<file path="config.mk">
export PLATFORM = sky130hd
export DESIGN_NAME = cfg_loader
export DESIGN_NICKNAME = d
export VERILOG_FILES = /design/src/rtl/cfg_loader.sv
export SDC_FILE = /design/constraint.sdc
export NUM_CORES = 1
export LEC_CHECK = 0
export ABC_AREA = 1
export BUFFER_PORTS_ARGS = -buffer_cell sky130_fd_sc_hd__buf_4
export CORE_ASPECT_RATIO = 2
export CORE_UTILIZATION = 50
export CTS_CLUSTER_DIAMETER = 50
export DETAILED_ROUTE_END_ITERATION = 8
export GPL_ROUTABILITY_DRIVEN = 0
export PLACE_DENSITY = 0.7
export SLEW_MARGIN = 20
export SYNTH_ARGS = -nofsm -noshare
export SYNTH_HDL_FRONTEND = slang
export SYNTH_SLANG_ARGS = --single-unit
</file>
<file path="constraint.sdc">
create_clock -name clk -period 2.99 [get_ports clk]
set_input_delay 0.299 -clock clk [delete_from_list [all_inputs] [get_ports clk]]
set_output_delay 0.299 -clock clk [all_outputs]
set_load 0.01 [all_outputs]
</file>
<file path="src/rtl/cfg_loader.sv">
module cfg_loader #(
  parameter int DW           = 8,
  parameter int CLK_DIV      = 4,
  parameter int PROG_CYCLES  = 16,
  parameter int INIT_TIMEOUT = 1024,
  parameter int DONE_TIMEOUT = 4096,
  parameter bit BUSY_CHECK   = 1'b1
) (
  input  logic          clk,
  input  logic          rst_n,
  input  logic          start,
  input  logic [DW-1:0] src_data,
  input  logic          src_valid,
  input  logic          src_last,
  output logic          src_ready,
  output logic          program_n,
  input  logic          init_n,
  input  logic          done,
  input  logic          busy,
  output logic          sel_n,
  output logic          wr_n,
  output logic          cfg_clk,
  output logic [DW-1:0] cfg_d,
  output logic          cfg_ok,
  output logic          cfg_err,
  output logic [1:0]    cfg_code
);
  localparam int HALF = CLK_DIV / 2;
  localparam int HW   = (HALF > 1) ? $clog2(HALF) : 1;
  localparam int TM1  = (PROG_CYCLES > INIT_TIMEOUT) ? PROG_CYCLES : INIT_TIMEOUT;
  localparam int TMAX = (TM1 > DONE_TIMEOUT) ? TM1 : DONE_TIMEOUT;
  localparam int TW   = $clog2(TMAX + 1);

  typedef enum logic [2:0] {S_IDLE, S_PROG, S_WINIT, S_LOAD, S_START} st_t;

  st_t           st;
  logic [TW-1:0] tmr;
  logic [HW-1:0] ph;
  logic          clk_q, have, last_q, ok_q, err_q;
  logic [1:0]    code_q;
  logic [DW-1:0] d_q;

  wire running  = (st == S_LOAD) || (st == S_START);
  wire edge_due = (ph == HW'(HALF - 1));
  wire rise     = running && !clk_q && edge_due && ((st == S_START) || have);
  wire fall     = running && clk_q && edge_due;
  wire take     = src_ready && src_valid;
  wire accept   = rise && (st == S_LOAD) && !(BUSY_CHECK && busy);
  wire init_bad = running && !init_n;

  assign src_ready = (st == S_LOAD) && !clk_q && !have;
  assign program_n = (st != S_PROG);
  assign sel_n     = !running;
  assign wr_n      = (st == S_IDLE);
  assign cfg_clk   = clk_q;
  assign cfg_d     = d_q;
  assign cfg_ok    = ok_q;
  assign cfg_err   = err_q;
  assign cfg_code  = code_q;

  always_ff @(posedge clk or negedge rst_n) begin
    if (!rst_n) begin
      st     <= S_IDLE;
      tmr    <= '0;
      ph     <= '0;
      clk_q  <= 1'b0;
      have   <= 1'b0;
      last_q <= 1'b0;
      ok_q   <= 1'b0;
      err_q  <= 1'b0;
      code_q <= 2'd0;
      d_q    <= '0;
    end else begin
      ok_q <= 1'b0;
      case (st)
        S_IDLE: if (start) begin
          err_q  <= 1'b0;
          code_q <= 2'd0;
          tmr    <= '0;
          st     <= S_PROG;
        end
        S_PROG: begin
          tmr <= tmr + 1'b1;
          if (tmr == TW'(PROG_CYCLES - 1)) begin
            tmr <= '0;
            st  <= S_WINIT;
          end
        end
        S_WINIT: begin
          if (init_n) begin
            st    <= S_LOAD;
            tmr   <= '0;
            ph    <= '0;
            clk_q <= 1'b0;
            have  <= 1'b0;
          end else if (tmr == TW'(INIT_TIMEOUT - 1)) begin
            err_q  <= 1'b1;
            code_q <= 2'd2;
            st     <= S_IDLE;
          end else begin
            tmr <= tmr + 1'b1;
          end
        end
        default: begin
          if (init_bad) begin
            err_q  <= 1'b1;
            code_q <= 2'd1;
            st     <= S_IDLE;
            clk_q  <= 1'b0;
            have   <= 1'b0;
          end else begin
            if (src_ready || edge_due) ph <= '0;
            else ph <= ph + 1'b1;
            if (rise) clk_q <= 1'b1;
            if (fall) clk_q <= 1'b0;
            if (take) begin
              d_q    <= src_data;
              have   <= 1'b1;
              last_q <= src_last;
            end
            if (accept) begin
              have <= 1'b0;
              if (last_q) begin
                st  <= S_START;
                tmr <= '0;
              end
            end
            if (st == S_START) begin
              if (done) begin
                ok_q  <= 1'b1;
                st    <= S_IDLE;
                clk_q <= 1'b0;
              end else if (tmr == TW'(DONE_TIMEOUT - 1)) begin
                err_q  <= 1'b1;
                code_q <= 2'd3;
                st     <= S_IDLE;
                clk_q  <= 1'b0;
              end else begin
                tmr <= tmr + 1'b1;
              end
            end
          end
        end
      endcase
    end
  end

  p_write_sel_r2: assert property (@(posedge clk) disable iff (!rst_n)
    !sel_n |-> !wr_n);
  p_prog_from_start_r2: assert property (@(posedge clk) disable iff (!rst_n)
    $fell(program_n) |-> $past(start));
  p_data_still_r4: assert property (@(posedge clk) disable iff (!rst_n)
    cfg_clk |-> $stable(cfg_d));
  p_pause_r5: assert property (@(posedge clk) disable iff (!rst_n)
    (st == S_LOAD && !have && !clk_q) |=> !cfg_clk);
  p_ok_single_r7: assert property (@(posedge clk) disable iff (!rst_n)
    cfg_ok |=> !cfg_ok);
  p_err_code_r10: assert property (@(posedge clk) disable iff (!rst_n)
    cfg_err |-> cfg_code != 2'd0);
  p_err_sticky_r10: assert property (@(posedge clk) disable iff (!rst_n)
    (cfg_err && !start) |=> cfg_err);

  if (BUSY_CHECK) begin : g_busy_chk
    p_busy_hold_r6: assert property (@(posedge clk) disable iff (!rst_n)
      ($rose(cfg_clk) && $past(busy) && $past(st) == S_LOAD) |-> have);
  end
endmodule

</file>
==> flow_summary_export.csv <==
group,metric,value,unit
pwr,total_power,2.04,mW
timing,hold_ws,0.266,ns
synthesis,ys_types,31,
pwr,p_clk_share,22.5,%
cts,cts_sinks,32,
cells_and_area,area_growth,20.8,%
pwr,combPwrFrac,44.7,%
timing,setup_viol,0,
routing,wl,4.66,mm
cells_and_area,fin_util,62.8,%
grt,grt_overflow,0,
setup_path,cp-start-kind,"flop",
pwr,power.density,854,nW/µm²
routing,vias,1788,
pwr,switchingPower,0.849,mW
synthesis,syn_area,1980,µm²
place,post-place-ws,0.930,ns
pwr,p_seq_share,32.8,%
cells_and_area,drive_gt1_share,25.8,%
place,io_buffers,32,
routing,vias_per_cell,5.11,
pwr,peakVddDrop,0.481,mV
routing,firstDrtPassIters,4,
cts,cts_made_buffers,5,
place,dpl_cell_area,2250,µm²
routing,top_layer,"met4",
synthesis,avgSynthCellArea,7.54,µm²
timing,maxSlewHeadroom,63.9,%
synthesis,synth_seq_cells,32,
floorplan,die_area,4220,µm²
cts,cts_max_level,2,
timing,finalSetupTns,0,ns
synthesis,synth_edf_count,0,
floorplan,die_h,90.9,µm
timing,period_needed,2.11,ns
timing,slew_violations,0,
cts,post-cts-setup-buffer-count,0,
grt,antenna_found_initial,0,
floorplan,coreArea,3800,µm²
cells_and_area,design_area,2390,µm²
routing,met2WireLength,2.66,mm
floorplan,io_pins,33,
flow_run,cap_violations,0,
timing,setup_slack,0.882,ns
routing,drt_iter0_markers,42,
grt,globalRouteTotalUtil,24.6,%
floorplan,die_w,46.5,µm
synthesis,synth_fp_nets,279,
cts,clk_latency,0.28,ns
cells_and_area,fin_cells,350,
run_status,status,"finished, final reports clean",
pwr,p_leak,1.29,nW
timing,fmaxAchievable,474,MHz
synthesis,synth_ff_type,"dfrtp_1",
grt,grt_pass1_vias,1731,
pwr,cellInternalPower,1.19,mW
grt,grt_pass1_wl,7.58,mm
grt,grt_max_degree,33,
min_path,min_path_type,"in2reg",
floorplan,num_rows,32,
routing,wirelength_met1,1.78,mm
setup_path,worst_ep_required_time,3.17,ns
setup_path,cp_max_fo,12,
synthesis,yosysSeqAreaShare,40.5,%
cells_and_area,final-seq-area,801,µm²
timing,rsz0062_at_grt,"no",
timing,hold_viol_final,0,
synthesis,syn_inst,262,
setup_path,cp-end-kind,"flop",
cells_and_area,n_antenna_cell,0,
cells_and_area,multiInputGateArea,1010,µm²
routing,wl_per_cell,13.3,µm
synthesis,synthTopCellsByArea,"dfrtp_1 41%, nand2_1 15%, inv_1 6.5%",
setup_path,worst_ep_arrival_time,2.28,ns
cts,cts_tree,"yes",
cells_and_area,finalNetCount,315,
synthesis,yosysTopAreaCell,"dfrtp_1",
cts,clk_pin_slew,0.07,ns
place,dp_cells,341,
routing,drc,0,
timing,finalCritPeriodShare,70.5,%
routing,ant_nets,0,
synthesis,synth_most_common_cell,"nand2_1",
synthesis,yosys_warnings,0,
timing,worst_slew_pin_slew,0.541,ns
cts,clockBufferDepth,2,
setup_path,crit_type,"reg2reg",
place,dp_hpwl,3.50,mm
synthesis,postSynth.asyncResetShare,100,%
synthesis,yosys-top-cells-count,"78 x nand2_1, 34 x inv_1, 32 x dfrtp_1",
synthesis,synth_top_area_share,40.5,%
pwr,p_sw_share,41.6,%
timing,final.setup_skew,0.00326,ns
routing,met3_length,78,µm
cells_and_area,fillers,382,
floorplan,initial_utilization,51.9,%
cts,root_buffer,"clkbuf_8",
## final timing paths
kind | startpoint | slack (ns) | cells after the start | endpoint
max | tmr[0] | 0.88 | 9 | tmr[3]
min | src_data[7] | 0.27 | 3 | cfg_d[7]
max reg2reg | tmr[0] | 0.88 | 9 | tmr[3]
min reg2reg | cfg_code[1] | 0.48 | 2 | cfg_code[1]
max in group asynchronous | rst_n | 2.19 | 2 | tmr[2]
min in group asynchronous | rst_n | 0.50 | 2 | have
## logic make-up (layout without fill, tap and decap cells)
| logic type | after synthesis | after routing | share of synthesized area [%] |
|---|---|---|---|
| xor+xnor | 7 | 7 | 3.10 |
| buf+inv | 40 | 77 | 8.30 |
| compound gates | 26 | 26 | 7.79 |
| flops | 32 | 32 | 40.5 |
| fa+ha+maj | 1 | 1 | 0.633 |
| simple gates | 156 | 156 | 39.6 |
## final cells by class
class / count / area share, %
Clock inverter: 1 / 1.26
Sequential cell: 32 / 33.5
Inverter: 36 / 5.66
Multi-Input combinational cell: 190 / 42.3
Timing Repair Buffer: 33 / 10.5
Clock buffer: 7 / 4.04
Tap cell: 51 / 2.67
## power groups by stage
stage | combinational [mW] | sequential [mW] | clock [mW]
3_3_place_gp | 0.905 | 0.668 | 0
2_1_floorplan | 0.609 | 0.680 | 0
6_report | 0.912 | 0.668 | 0.460
3_5_place_dp | 0.915 | 0.673 | 0
5_1_grt | 1.02 | 0.684 | 0.484
4_1_cts | 0.921 | 0.667 | 0.468
## routing by layer
layer / vias up / global-route usage [%]
met5: - / 0
met4: 0 / 12.5
met3: 12 / 3.80
met2: 29 / 44.0
met1: 839 / 25.0
li1: 908 / -
## what timing repair did
| action | in CTS | in global routing |
|---|---|---|
| hold buffers | 1 | 0 |
| endpoints found under the hold margin | 32 | 0 |
| gates resized for setup | 0 | 0 |
## worst max-delay path: stages, from the launching register on
cell and delay (ns):
dfrtp_1 0.42, ha_1 0.25, nand2_1 0.09, nor2_2 0.06, nand3_2 0.10, nor2_2 0.06, a21oi_2 0.46, nand2_2 0.35
nand2_1 0.14, nand2_1 0.05
## layout by cell type, fill, tap and decap left out, types with 2 or more instances in the layout
| cell type | n |
|---|---|
| nand2_1 | 78 |
| inv_1 | 34 |
| dfrtp_1 | 32 |
| buf_4 | 32 |
| nor2_1 | 17 |
| nand2_2 | 16 |
| o21ai_0 | 14 |
| nand3_1 | 13 |
| nand4_1 | 12 |
| clkbuf_8 | 7 |
| nand3_2 | 5 |
| xor2_1 | 5 |
| nor2_2 | 4 |
| nor3_1 | 4 |
| nor2_4 | 3 |
| inv_2 | 2 |
| nand2_4 | 2 |
| nand3_4 | 2 |
| a21oi_1 | 2 |
| o31ai_1 | 2 |
| xnor2_1 | 2 |
## registers in the layout, indices dropped and copies added (netlist names)
signal	count
cfg_err	1
have	1
edge_due	1
last_q	1
cfg_d	8
tmr	13
st	3
cfg_clk	1
cfg_code	2
cfg_ok	1
Power figures use the tool's default switching activity.
